## src/rtl/spq_pkg.sv

```systemverilog
`timescale 1ns/1ps
package spq_pkg;
  localparam int FRAME_BYTES = 16;
  localparam int XFER_BYTES  = FRAME_BYTES + 1;

  localparam logic [7:0] OP_READ_BUF = 8'h30;
  localparam logic [7:0] OP_MODE_SET = 8'h06;
  localparam logic [7:0] OP_PROG_ON  = 8'h14;
  localparam logic [7:0] OP_PROG_OFF = 8'h15;
  localparam logic [7:0] OP_RELEASE  = 8'h23;
  localparam logic [7:0] OP_SERIAL   = 8'h18;

  typedef enum logic [3:0] {
    ERR_NONE    = 4'd0,
    ERR_ID      = 4'd1,
    ERR_STATUS  = 4'd2,
    ERR_TIMEOUT = 4'd3,
    ERR_SERIAL  = 4'd4
  } spq_err_e;

  typedef enum logic [2:0] {
    STEP_RDBUF, STEP_MODE, STEP_PEN, STEP_DATA,
    STEP_POLL, STEP_PDIS, STEP_REL, STEP_SN
  } spq_step_e;

  typedef enum logic [1:0] {C_IDLE, C_FILL, C_LAUNCH, C_WAIT} spq_ctl_e;

  typedef enum logic [2:0] {E_IDLE, E_LOW, E_HIGH, E_TAIL, E_GAP} spq_eng_e;
endpackage

```

## src/rtl/spq_spi_engine.sv

```systemverilog
`timescale 1ns/1ps
module spq_spi_engine
  import spq_pkg::*;
#(
  parameter int DIV_HALF = 4,
  parameter int CS_GAP   = 4,
  parameter int NBYTES   = 17,
  parameter int RXW      = 32
) (
  input  logic                  clk,
  input  logic                  rst_n,
  input  logic                  go_i,
  input  logic [NBYTES*8-1:0]   tx_i,
  output logic                  ready_o,
  output logic                  done_o,
  output logic [RXW-1:0]        rx_o,
  output logic                  sclk_o,
  output logic                  mosi_o,
  output logic                  cs_n_o,
  input  logic                  miso_i
);
  localparam int NBITS = NBYTES * 8;
  localparam int BW    = $clog2(NBITS);
  localparam int MAXC  = (DIV_HALF > CS_GAP) ? DIV_HALF : CS_GAP;
  localparam int CW    = $clog2(MAXC + 1);
  localparam logic [CW-1:0] HALF_M1 = CW'(DIV_HALF - 1);
  localparam logic [CW-1:0] GAP_M1  = CW'(CS_GAP - 1);
  localparam logic [BW-1:0] LASTBIT = BW'(NBITS - 1);
  localparam logic [BW-1:0] CAP_LO  = BW'(8);
  localparam logic [BW-1:0] CAP_HI  = BW'(8 + RXW);

  spq_eng_e             st_q;
  logic [CW-1:0]        cnt_q;
  logic [BW-1:0]        bit_q;
  logic [NBITS-1:0]     sr_q;
  logic [RXW-1:0]       rx_q;
  logic                 sclk_q, mosi_q, cs_n_q, done_q;

  always_ff @(posedge clk or negedge rst_n) begin
    if (!rst_n) begin
      st_q   <= E_IDLE;
      cnt_q  <= '0;
      bit_q  <= '0;
      sr_q   <= '0;
      rx_q   <= '0;
      sclk_q <= 1'b0;
      mosi_q <= 1'b0;
      cs_n_q <= 1'b1;
      done_q <= 1'b0;
    end else begin
      done_q <= 1'b0;
      case (st_q)
        E_IDLE: if (go_i) begin
          sr_q   <= tx_i;
          mosi_q <= tx_i[NBITS-1];
          cs_n_q <= 1'b0;
          cnt_q  <= '0;
          bit_q  <= '0;
          st_q   <= E_LOW;
        end
        E_LOW: if (cnt_q == HALF_M1) begin
          cnt_q  <= '0;
          sclk_q <= 1'b1;
          if (bit_q >= CAP_LO && bit_q < CAP_HI) rx_q <= {rx_q[RXW-2:0], miso_i};
          st_q   <= E_HIGH;
        end else cnt_q <= cnt_q + 1'b1;
        E_HIGH: if (cnt_q == HALF_M1) begin
          cnt_q  <= '0;
          sclk_q <= 1'b0;
          if (bit_q == LASTBIT) st_q <= E_TAIL;
          else begin
            sr_q   <= {sr_q[NBITS-2:0], 1'b0};
            mosi_q <= sr_q[NBITS-2];
            bit_q  <= bit_q + 1'b1;
            st_q   <= E_LOW;
          end
        end else cnt_q <= cnt_q + 1'b1;
        E_TAIL: if (cnt_q == HALF_M1) begin
          cnt_q  <= '0;
          cs_n_q <= 1'b1;
          done_q <= 1'b1;
          st_q   <= E_GAP;
        end else cnt_q <= cnt_q + 1'b1;
        E_GAP: if (cnt_q == GAP_M1) begin
          cnt_q <= '0;
          st_q  <= E_IDLE;
        end else cnt_q <= cnt_q + 1'b1;
        default: st_q <= E_IDLE;
      endcase
    end
  end

  assign ready_o = (st_q == E_IDLE);
  assign done_o  = done_q;
  assign rx_o    = rx_q;
  assign sclk_o  = sclk_q;
  assign mosi_o  = mosi_q;
  assign cs_n_o  = cs_n_q;

  // Checker support: rising clock edges seen inside one select window
  logic          sclk_d;
  logic [BW:0]   rise_cnt;
  always_ff @(posedge clk or negedge rst_n) begin
    if (!rst_n) begin
      sclk_d   <= 1'b0;
      rise_cnt <= '0;
    end else begin
      sclk_d <= sclk_q;
      if (cs_n_q) rise_cnt <= '0;
      else if (sclk_q && !sclk_d) rise_cnt <= rise_cnt + 1'b1;
    end
  end

  p_sclk_idle_r1: assert property (@(posedge clk) disable iff (!rst_n)
    cs_n_q |-> !sclk_q);
  p_bit_count_r1: assert property (@(posedge clk) disable iff (!rst_n)
    $rose(cs_n_q) |-> rise_cnt == (BW+1)'(NBITS));
  p_mosi_hold_r2: assert property (@(posedge clk) disable iff (!rst_n)
    !$stable(mosi_q) |-> !sclk_q);
endmodule

```

## src/rtl/spq_ctrl.sv

```systemverilog
`timescale 1ns/1ps
module spq_ctrl
  import spq_pkg::*;
#(
  parameter int         ID_W        = 32,
  parameter int         SN_W        = 32,
  parameter int         TIMEOUT_CYC = 1000000,
  parameter logic [7:0] DATA_OP     = 8'h01,
  parameter logic [7:0] STAT_OP     = 8'h05,
  parameter logic [7:0] STAT_OK     = 8'h00,
  parameter logic [7:0] STAT_BUSY   = 8'h01,
  parameter int         CAPW        = 32
) (
  input  logic                        clk,
  input  logic                        rst_n,
  input  logic                        start_i,
  input  logic [ID_W-1:0]             exp_id_i,
  input  logic [SN_W-1:0]             exp_sn_i,
  input  logic [7:0]                  img_data_i,
  input  logic                        img_valid_i,
  input  logic                        img_last_i,
  output logic                        img_ready_o,
  input  logic                        eng_ready_i,
  input  logic                        eng_done_i,
  input  logic [CAPW-1:0]             eng_rx_i,
  output logic                        eng_go_o,
  output logic [XFER_BYTES*8-1:0]     eng_tx_o,
  output logic                        done_o,
  output logic                        error_o,
  output logic [3:0]                  err_code_o
);
  localparam int FIW = $clog2(FRAME_BYTES);
  localparam int TW  = $clog2(TIMEOUT_CYC + 1) + 1;
  localparam logic [TW-1:0]  T_LIM   = TW'(TIMEOUT_CYC);
  localparam logic [TW-1:0]  T_MAX   = '1;
  localparam logic [FIW-1:0] FI_LAST = FIW'(FRAME_BYTES - 1);

  spq_ctl_e                        st_q;
  spq_step_e                       step_q;
  logic [0:FRAME_BYTES-1][7:0]     pay_q;
  logic [FIW-1:0]                  fidx_q;
  logic                            last_q;
  logic [TW-1:0]                   timer_q;
  logic [ID_W-1:0]                 id_q;
  logic [SN_W-1:0]                 sn_q;
  logic                            done_q, err_q;
  spq_err_e                        code_q;
  logic [7:0]                      opcode;

  wire [ID_W-1:0] rx_id  = eng_rx_i[CAPW-1 -: ID_W];
  wire [SN_W-1:0] rx_sn  = eng_rx_i[CAPW-1 -: SN_W];
  wire [7:0]      rx_st  = eng_rx_i[CAPW-1 -: 8];
  wire            running = (st_q != C_IDLE);

  always_comb begin
    case (step_q)
      STEP_RDBUF: opcode = OP_READ_BUF;
      STEP_MODE:  opcode = OP_MODE_SET;
      STEP_PEN:   opcode = OP_PROG_ON;
      STEP_DATA:  opcode = DATA_OP;
      STEP_POLL:  opcode = STAT_OP;
      STEP_PDIS:  opcode = OP_PROG_OFF;
      STEP_REL:   opcode = OP_RELEASE;
      default:    opcode = OP_SERIAL;
    endcase
  end

  always_ff @(posedge clk or negedge rst_n) begin
    if (!rst_n) begin
      st_q    <= C_IDLE;
      step_q  <= STEP_RDBUF;
      pay_q   <= '0;
      fidx_q  <= '0;
      last_q  <= 1'b0;
      timer_q <= '0;
      id_q    <= '0;
      sn_q    <= '0;
      done_q  <= 1'b0;
      err_q   <= 1'b0;
      code_q  <= ERR_NONE;
    end else begin
      if (step_q == STEP_POLL && running && timer_q != T_MAX) timer_q <= timer_q + 1'b1;
      case (st_q)
        C_IDLE: if (start_i) begin
          id_q   <= exp_id_i;
          sn_q   <= exp_sn_i;
          done_q <= 1'b0;
          err_q  <= 1'b0;
          code_q <= ERR_NONE;
          step_q <= STEP_RDBUF;
          pay_q  <= '0;
          last_q <= 1'b0;
          st_q   <= C_LAUNCH;
        end
        C_LAUNCH: if (eng_ready_i) st_q <= C_WAIT;
        C_FILL: if (img_valid_i) begin
          pay_q[fidx_q] <= img_data_i;
          if (img_last_i || fidx_q == FI_LAST) begin
            last_q <= img_last_i;
            step_q <= STEP_DATA;
            st_q   <= C_LAUNCH;
          end else fidx_q <= fidx_q + 1'b1;
        end
        C_WAIT: if (eng_done_i) begin
          case (step_q)
            STEP_RDBUF:
              if (rx_id != id_q) begin
                done_q <= 1'b1; err_q <= 1'b1; code_q <= ERR_ID; st_q <= C_IDLE;
              end else begin
                step_q <= STEP_MODE; st_q <= C_LAUNCH;
              end
            STEP_MODE: begin step_q <= STEP_PEN; st_q <= C_LAUNCH; end
            STEP_PEN: begin
              pay_q <= '0; fidx_q <= '0; step_q <= STEP_DATA; st_q <= C_FILL;
            end
            STEP_DATA: begin
              pay_q <= '0; timer_q <= '0; step_q <= STEP_POLL; st_q <= C_LAUNCH;
            end
            STEP_POLL:
              if (rx_st == STAT_OK) begin
                if (last_q) begin
                  step_q <= STEP_PDIS; st_q <= C_LAUNCH;
                end else begin
                  pay_q <= '0; fidx_q <= '0; step_q <= STEP_DATA; st_q <= C_FILL;
                end
              end else if (rx_st == STAT_BUSY) begin
                if (timer_q >= T_LIM) begin
                  done_q <= 1'b1; err_q <= 1'b1; code_q <= ERR_TIMEOUT; st_q <= C_IDLE;
                end else st_q <= C_LAUNCH;
              end else begin
                done_q <= 1'b1; err_q <= 1'b1; code_q <= ERR_STATUS; st_q <= C_IDLE;
              end
            STEP_PDIS: begin step_q <= STEP_REL; st_q <= C_LAUNCH; end
            STEP_REL:  begin step_q <= STEP_SN;  st_q <= C_LAUNCH; end
            default: begin
              done_q <= 1'b1;
              st_q   <= C_IDLE;
              if (rx_sn != sn_q) begin
                err_q <= 1'b1; code_q <= ERR_SERIAL;
              end
            end
          endcase
        end
        default: st_q <= C_IDLE;
      endcase
    end
  end

  assign img_ready_o = (st_q == C_FILL);
  assign eng_go_o    = (st_q == C_LAUNCH) && eng_ready_i;
  assign eng_tx_o    = {opcode, pay_q};
  assign done_o      = done_q;
  assign error_o     = err_q;
  assign err_code_o  = code_q;

  p_result_hold_r10: assert property (@(posedge clk) disable iff (!rst_n)
    (done_q && !start_i) |=> (done_q && $stable(err_code_o) && $stable(err_q)));
  p_start_ignored_r10: assert property (@(posedge clk) disable iff (!rst_n)
    (running && start_i) |=> ($stable(id_q) && $stable(sn_q)));
  p_timeout_r8: assert property (@(posedge clk) disable iff (!rst_n)
    ($rose(done_q) && code_q == ERR_TIMEOUT) |-> $past(timer_q) >= T_LIM);
endmodule

```

## src/rtl/spi_prog_seq.sv

```systemverilog
`timescale 1ns/1ps
module spi_prog_seq
  import spq_pkg::*;
#(
  parameter int         DIV_HALF    = 4,
  parameter int         CS_GAP      = 4,
  parameter int         TIMEOUT_CYC = 1000000,
  parameter int         ID_W        = 32,
  parameter int         SN_W        = 32,
  parameter logic [7:0] DATA_OP     = 8'h01,
  parameter logic [7:0] STAT_OP     = 8'h05,
  parameter logic [7:0] STAT_OK     = 8'h00,
  parameter logic [7:0] STAT_BUSY   = 8'h01
) (
  input  logic            clk,
  input  logic            rst_n,
  input  logic            start_i,
  input  logic [ID_W-1:0] exp_id_i,
  input  logic [SN_W-1:0] exp_sn_i,
  input  logic [7:0]      img_data_i,
  input  logic            img_valid_i,
  input  logic            img_last_i,
  output logic            img_ready_o,
  output logic            spi_sclk_o,
  output logic            spi_mosi_o,
  output logic            spi_cs_n_o,
  input  logic            spi_miso_i,
  output logic            done_o,
  output logic            error_o,
  output logic [3:0]      err_code_o
);
  localparam int CAPW = (ID_W > SN_W) ? ID_W : SN_W;

  logic                     eng_go, eng_ready, eng_done;
  logic [XFER_BYTES*8-1:0]  eng_tx;
  logic [CAPW-1:0]          eng_rx;

  spq_ctrl #(
    .ID_W(ID_W), .SN_W(SN_W), .TIMEOUT_CYC(TIMEOUT_CYC),
    .DATA_OP(DATA_OP), .STAT_OP(STAT_OP), .STAT_OK(STAT_OK),
    .STAT_BUSY(STAT_BUSY), .CAPW(CAPW)
  ) u_ctrl (
    .clk(clk), .rst_n(rst_n), .start_i(start_i),
    .exp_id_i(exp_id_i), .exp_sn_i(exp_sn_i),
    .img_data_i(img_data_i), .img_valid_i(img_valid_i),
    .img_last_i(img_last_i), .img_ready_o(img_ready_o),
    .eng_ready_i(eng_ready), .eng_done_i(eng_done), .eng_rx_i(eng_rx),
    .eng_go_o(eng_go), .eng_tx_o(eng_tx),
    .done_o(done_o), .error_o(error_o), .err_code_o(err_code_o)
  );

  spq_spi_engine #(
    .DIV_HALF(DIV_HALF), .CS_GAP(CS_GAP), .NBYTES(XFER_BYTES), .RXW(CAPW)
  ) u_engine (
    .clk(clk), .rst_n(rst_n), .go_i(eng_go), .tx_i(eng_tx),
    .ready_o(eng_ready), .done_o(eng_done), .rx_o(eng_rx),
    .sclk_o(spi_sclk_o), .mosi_o(spi_mosi_o), .cs_n_o(spi_cs_n_o),
    .miso_i(spi_miso_i)
  );

  p_ready_quiet_r6: assert property (@(posedge clk) disable iff (!rst_n)
    img_ready_o |-> spi_cs_n_o);
endmodule

```

## config.mk

```make
export PLATFORM = sky130hd
export DESIGN_NAME = spi_prog_seq
export DESIGN_NICKNAME = d
export VERILOG_FILES = /design/src/rtl/spq_pkg.sv /design/src/rtl/spq_spi_engine.sv /design/src/rtl/spq_ctrl.sv /design/src/rtl/spi_prog_seq.sv
export SDC_FILE = /design/constraint.sdc
export NUM_CORES = 1
export LEC_CHECK = 0
export ABC_CLOCK_PERIOD_IN_PS = 4620
export BUFFER_PORTS_ARGS = -buffer_cell sky130_fd_sc_hd__clkbuf_2
export CORE_MARGIN = 5
export CORE_UTILIZATION = 60
export CTS_CLUSTER_SIZE = 12
export DETAILED_ROUTE_END_ITERATION = 12
export PLACE_DENSITY = 0.88
export SLEW_MARGIN = 10
export SYNTH_ARGS = -nofsm -noshare
export SYNTH_HDL_FRONTEND = slang
export SYNTH_SLANG_ARGS = --single-unit
```

## constraint.sdc

```tcl
create_clock -name clk -period 4.62 [get_ports clk]
set_input_delay 0.231 -clock clk [delete_from_list [all_inputs] [get_ports clk]]
set_output_delay 0.231 -clock clk [all_outputs]
set_load 0.05 [all_outputs]
```

After elaboration in Yosys (flattened, before gate mapping)
Index checks and enable logic that the tools add are counted.
{ "word_totals": {"register_bits": 414, "latch_bits": 0, "ramBits": 0, "mem_bits_ro": 0, "inputBits": 78, "out_inout_bits": 10, "wordCells": 221, "memories": 0} }
{ "op_classes": {"n_addsub": 4, "n_mul": 0, "div": 0, "n_lt_le_gt_ge": 5, "eq_ne": 43, "shifts": 0, "n_mux": 96, "bitwise": 1, "n_reduce_logical": 37} }
{ "ops": {"columns": ["operator", "n"], "rows": [
  ["$mux 128", 5],
  ["$mux 135", 3],
  ["$pmux 128 s3", 1],
  ["$pmux 135 s2", 1],
  ["$pmux 128 s2", 1],
  ["$bwmux 128", 1],
  ["$mux 21", 4],
  ["$ne 32x32->1", 2],
  ["$mux 4", 12],
  ["$mux 3", 14],
  ["$pmux 6 s7", 1],
  ["$demux 8 s4", 1],
  ["$mux 8", 4],
  ["$pmux 4 s2", 3],
  ["$mux 2", 11],
  ["$add 21x1->21 const B", 1],
  ["$ge 21x20->1 const B", 1],
  ["$ne 21x21->1 const B", 1],
  ["$pmux 3 s7", 1],
  ["$reduce_and 7->1", 3],
  ["$mux 1", 18],
  ["$pmux 2 s4", 2],
  ["$pmux 8 s2", 1],
  ["$reduce_and 8->1", 2],
  ["44 further kinds", 92]
]} }

Logic depth before layout (Yosys ltp)
{ "depth": {"depth_word": 8, "ltp_mapped": 12, "mapped_depth_nobuf": 9} }

Modules after synthesis
A second synthesis with hierarchy kept.
{ "hier_totals": {"hier_cells": 1867, "hier_area_um2": 20094.3} }
{ "modules_own_cells": {"columns": ["mod", "instances", "cells_per_inst", "area_each_um2", "seq_area_each_um2"], "rows": [
  ["spq_ctrl", 1, 1245, 11871.4, 5705.5],
  ["spq_spi_engine", 1, 622, 8222.9, 4630.7]
]} }

Least setup slack after synthesis
OpenSTA, ideal clock, no wires.
{ "synth_path": {"path_type": "reg2reg", "start": "register u_ctrl.st_q[1]", "end": "register u_ctrl.pay_q (netlist bit u_ctrl.eng_tx_o[6])", "setup_time_ns": 0.116, "arrival_time_ns": 2.417, "required_ns": 4.504, "slack_ns": 2.087, "stages_incl_launch_ff": 12, "path_buffers": 4, "period_less_slack_ns": 2.533, "cell_sequence": "dfrtp_1 > inv_1 > ha_1 > clkbuf_1 > inv_1 > o21ai_1 > a211o_1 > buf_6 > buf_6 > clkbuf_1 > nand2_1 > o311ai_0"} }
{ "synth_between": {"elab_chain_cells": 3, "word_cells_on_any_way": 12} }
{ "synth_rtl": {"columns": ["item", "line_no", "rtl"], "rows": [
  ["start, declared", "spq_ctrl.sv:38", "spq_ctl_e st_q;"],
  ["start signal, assigned", "spq_ctrl.sv:70", "st_q <= C_IDLE;"],
  ["start signal, assigned", "spq_ctrl.sv:93", "st_q <= C_LAUNCH;"],
  ["start signal, assigned", "spq_ctrl.sv:95", "C_LAUNCH: if (eng_ready_i) st_q <= C_WAIT;"],
  ["$eq 2x1->1 *", null, null],
  ["via img_ready_o", "spi_prog_seq.sv:23", "output logic img_ready_o,"],
  ["$ne 2x2->1 (no source line) or $reduce_bool 3->1 (tied branches)", null, null],
  ["$reduce_and 7->1 (no source line)", null, null],
  ["end signal, assigned by index", "spq_ctrl.sv:97", "pay_q[fidx_q] <= img_data_i;"],
  ["end, declared", "spq_ctrl.sv:40", "logic [0:FRAME_BYTES-1][7:0] pay_q;"]
]} }
The timed path passes the listed nets; every way through them passes the cells marked *.
A chain may end at the register's enable or synchronous reset.

Final worst setup path
{ "layout_path": {"start": "register u_ctrl.st_q[1]", "end": "output port img_ready_o"} }
{ "layout_between": {"elab_chain_cells": 1} }
{ "layout_rtl": {"columns": ["item", "line_no", "rtl"], "rows": [
  ["$eq 2x1->1", "spq_ctrl.sv:149", "assign img_ready_o = (st_q == C_FILL);"],
  ["end, declared", "spi_prog_seq.sv:23", null]
]} }
Every way passes these cells.

==> results.md <==
* Setup ws final at 1.46 ns
* TritonCTS clock tree: built
* CTS sink cnt at 413
* Post-Syn Area at 19300 µm²
* Clock power share at 27.1%
* Drt via density at 6.32
* Vias in the first global route at 15100
* Final instance area at 21800 µm²
* Post-DP Area at 19900 µm²
* Int Pwr at 7.49 mW
* Starting Density at 60.9%
* Reg2Reg Setup Slack at 1.51 ns
* Worst path bufs/invs at 3
* Nets at 2003
* ANT cells at 0
* CP Capture Type: primary output
* Worst path depth at 4
* Number of library cell types mapped by synthesis at 56
* Input/output buffers at 86
* Die area at 35800 µm²
* Seq pwr share at 43.8%
* DP HPWL at 26500 µm
* Syn nets at 1924
* Post-synth top area share at 53.5%
* Maximum vdd ir drop at 0.405 mV
* Via count at 14800
* Psw at 4.26 mW
* Drc violations at 0
* Max-slew headroom at 14.8%
* Crit-path leading delay family: buffers and inverters
* Post-synth top area cell: dfrtp_1
* Routability cong. at 0.841
* TritonCTS Buffers at 42
* Share of cells above drive strength 1 at 14.0%
* Hold path startpoint: img_last_i
* Max-slew violation count at 0
* CP Data Arrival Time at 2.93 ns
* Iter 0 DRT Violations at 1483
* Final hold violations at 0
* Switching Fraction at 36.2%
* TritonRoute pass-1 iters at 6
* Cell breakdown of the critical path: inv_1 -> ha_4 -> buf_4 -> clkbuf_2
* Final Skew at 0.0309 ns
* Antenna violations before repair at 0
* Worst slew pin tran at 1.28 ns
* PD cells at 539 nW/µm²
* Final Critical Period at 3.16 ns
* Gate power share at 29.1%
* Register area share after synthesis at 53.7%
* Max Fclk at 316 MHz
* DRT Wirelength at 47100 µm
* Outcome: finished, final reports clean
* Chip Height at 189 µm
* Largest fanout on the critical path at 73
* Ys async rst share at 100%
* Slowest CP cell: buf_4
* Ys Warns at 0
* Resize count post-CTS at 0
* Startpoint types: flip-flop
* RSZ-0062 raised after global routing: no
* Static leakage at 9.22 nW
* Gr ovfl total at 0
* Synth area leaders: dfrtp_1, mux2i_1, nand2_1
* First-pass GRT wire length at 78300 µm
* Post-DRT Antenna Nets at 0
* Clock latency on the worst-skew pair at 0.56 ns
* Reg clk slew, reported paths at 0.06 ns
* Ys flop type: dfrtp_1
* Mapped Cells at 1834
* Setup violations, final at 0
* Row cnt at 65
* Die span in x at 189 µm
* RR Endpoint: u_engine.sr_q[106]
* Root Driver: clkbuf_16
* Post-synth EDFFs at 0
* Hold endpoint: u_ctrl.last_q
* Worst R2R Start: u_ctrl.st_q[0]
* Dpl ws at 1.61 ns
* I/O pin cnt at 88
* Sum Neg Setup Slack at 0 ns
* Reg2Reg Depth at 7
* Area delta synth->final at 13.2%
* Hold Crit Depth at 5
* Total GRT Usage at 26.4%
* # H-tree levels at 2
* WL/cell at 20.2 µm
* # fillers at 2152
* Max-cap viol count at 0
* Syn_area_per_cell at 10.5 µm²
* Hold crit path type: primary input to flip-flop
* Clock Path Buffers at 3
* Final period utilization at 68.4%
* Req. time, crit path at 4.39 ns
* Largest net degree at the start of global routing at 141
* Setup CP Type: flip-flop to primary output
* Core box area at 31600 µm²
* Fin cells at 2334
* Flops & latches, synth at 413
* # placed instances at 2205
* Critical path's largest stage delay at 0.74 ns
## placed cells by master (no fill, tap or decap), drive strengths merged, types with 21 or more instances in the layout
master and instances:
mux2i 129, a21oi 24, mux2 97, nor2 61, xor2 42, dlygate4sd3 66, dfrtp 412, nand2 307
clkbuf 143, o311ai 129, nand4 21, nand3 149, buf 23, xnor2 51, o21ai 148
## power groups by stage
stage | logic (mW) | registers [mW] | clock network, mW
after floorplan | 2.64 | 4.92 | 0
after global placement | 3.12 | 5.08 | 0
after detailed placement | 3.27 | 5.14 | 0
after CTS | 3.36 | 5.10 | 3.22
after global routing | 3.75 | 5.23 | 3.37
final | 3.42 | 5.14 | 3.19
## layer usage
| layer | global-route usage, % | vias to the layer above | share of wire (%) |
|---|---|---|---|
| met5 | 0 | - | 0 |
| met4 | 10.7 | 0 | 4.1 |
| met3 | 3.87 | 148 | 5.6 |
| met2 | 44.9 | 565 | 50 |
| met1 | 34.5 | 7313 | 40 |
| li1 | - | 6728 | - |
## layout make-up
type	count	area [µm²]	share of cell area, %
flip-flops and latches	413	10300	47.4
multi-input cells	1265	8310	38.1
inverters	17	63.8	0.293
clock buffers	58	1200	5.52
repair buffers	174	1330	6.10
clock inverters	5	47.5	0.218
well taps	402	503	2.31
## Yosys cell counts, types with 5 or more instances
library cell and n:
a21oi_1 24, a22o_1 5, and3_1 7, buf_1 18, buf_2 11, buf_6 5
clkbuf_1 103, dfrtp_1 412, ha_1 12, inv_1 16, mux2_2 97, mux2i_1 129
nand2_1 307, nand2b_1 6, nand3_1 149, nand4_1 21, nor2_1 61, nor3_1 16
nor4_1 11, o21ai_0 147, o311ai_0 83, o311ai_1 46, xnor2_1 51, xor2_1 42
## what timing repair did
action                                  4_1_cts  5_1_grt
endpoints found under the setup margin        0        0
hold endpoints to repair                    185        0
buffers inserted                              0        0
hold buffers                                 66        0
## worst reg2reg max path: cells and delay by family (launching register included)
kind,cells,cell delay [ns]
fa+ha+maj,1,0.33
compound gates,2,0.44
buf+inv,2,0.66
simple gates,2,1.11
flops,1,0.44
## cell families (layout without fill, tap and decap cells)
family                   after synthesis  after routing  share of synthesized area, %
adder cells (fa/ha/maj)               12             12                         0.780
multiplexers                         226            226                          12.4
XOR/XNOR                              93             93                          4.23
other                                  1              1                        0.0195
AO/OA/AOI/OAI                        336            336                          11.9
flip-flops                           413            413                          53.7
buffers and inverters                156            254                          3.35
AND/OR/NAND/NOR                      597            597                          13.7
## through the flow
stage,util (%),hold slack [ns],total power [mW]
2_1_floorplan,-,-0.0646,7.56
3_3_place_gp,62.8,0.358,8.20
6_report,68.9,0.216,11.7
5_1_grt,68.9,0.290,12.3
3_5_place_dp,62.8,0.356,8.41
4_1_cts,68.9,0.188,11.7
## flip-flops by register name, indices dropped and copies added, names as in the netlist, 4 cells and up
signal and count:
u_ctrl.eng_tx_o 128, u_ctrl.id_q 32, u_ctrl.timer_q 21, u_ctrl.fidx_q 4, u_ctrl.sn_q 32, u_engine.bit_q 8
u_engine.sr_q 135, u_engine.rx_o 32
## worst max-delay path by stage
| stage | slack (ns) | end | start |
|---|---|---|---|
| 2_1_floorplan | 2.09 | u_ctrl.eng_tx_o[6] | u_ctrl.st_q[1] |
| 3_3_place_gp | 1.79 | u_engine.sr_q[20] | u_ctrl.st_q[0] |
| 3_5_place_dp | 1.61 | u_engine.sr_q[103] | u_ctrl.st_q[0] |
| 4_1_cts | 1.47 | img_ready_o | u_ctrl.st_q[1] |
| 5_1_grt | 1.24 | u_engine.sr_q[103] | u_ctrl.st_q[0] |
| 6_report | 1.46 | img_ready_o | u_ctrl.st_q[1] |
Note: power is estimated with default switching activity, not from simulation.
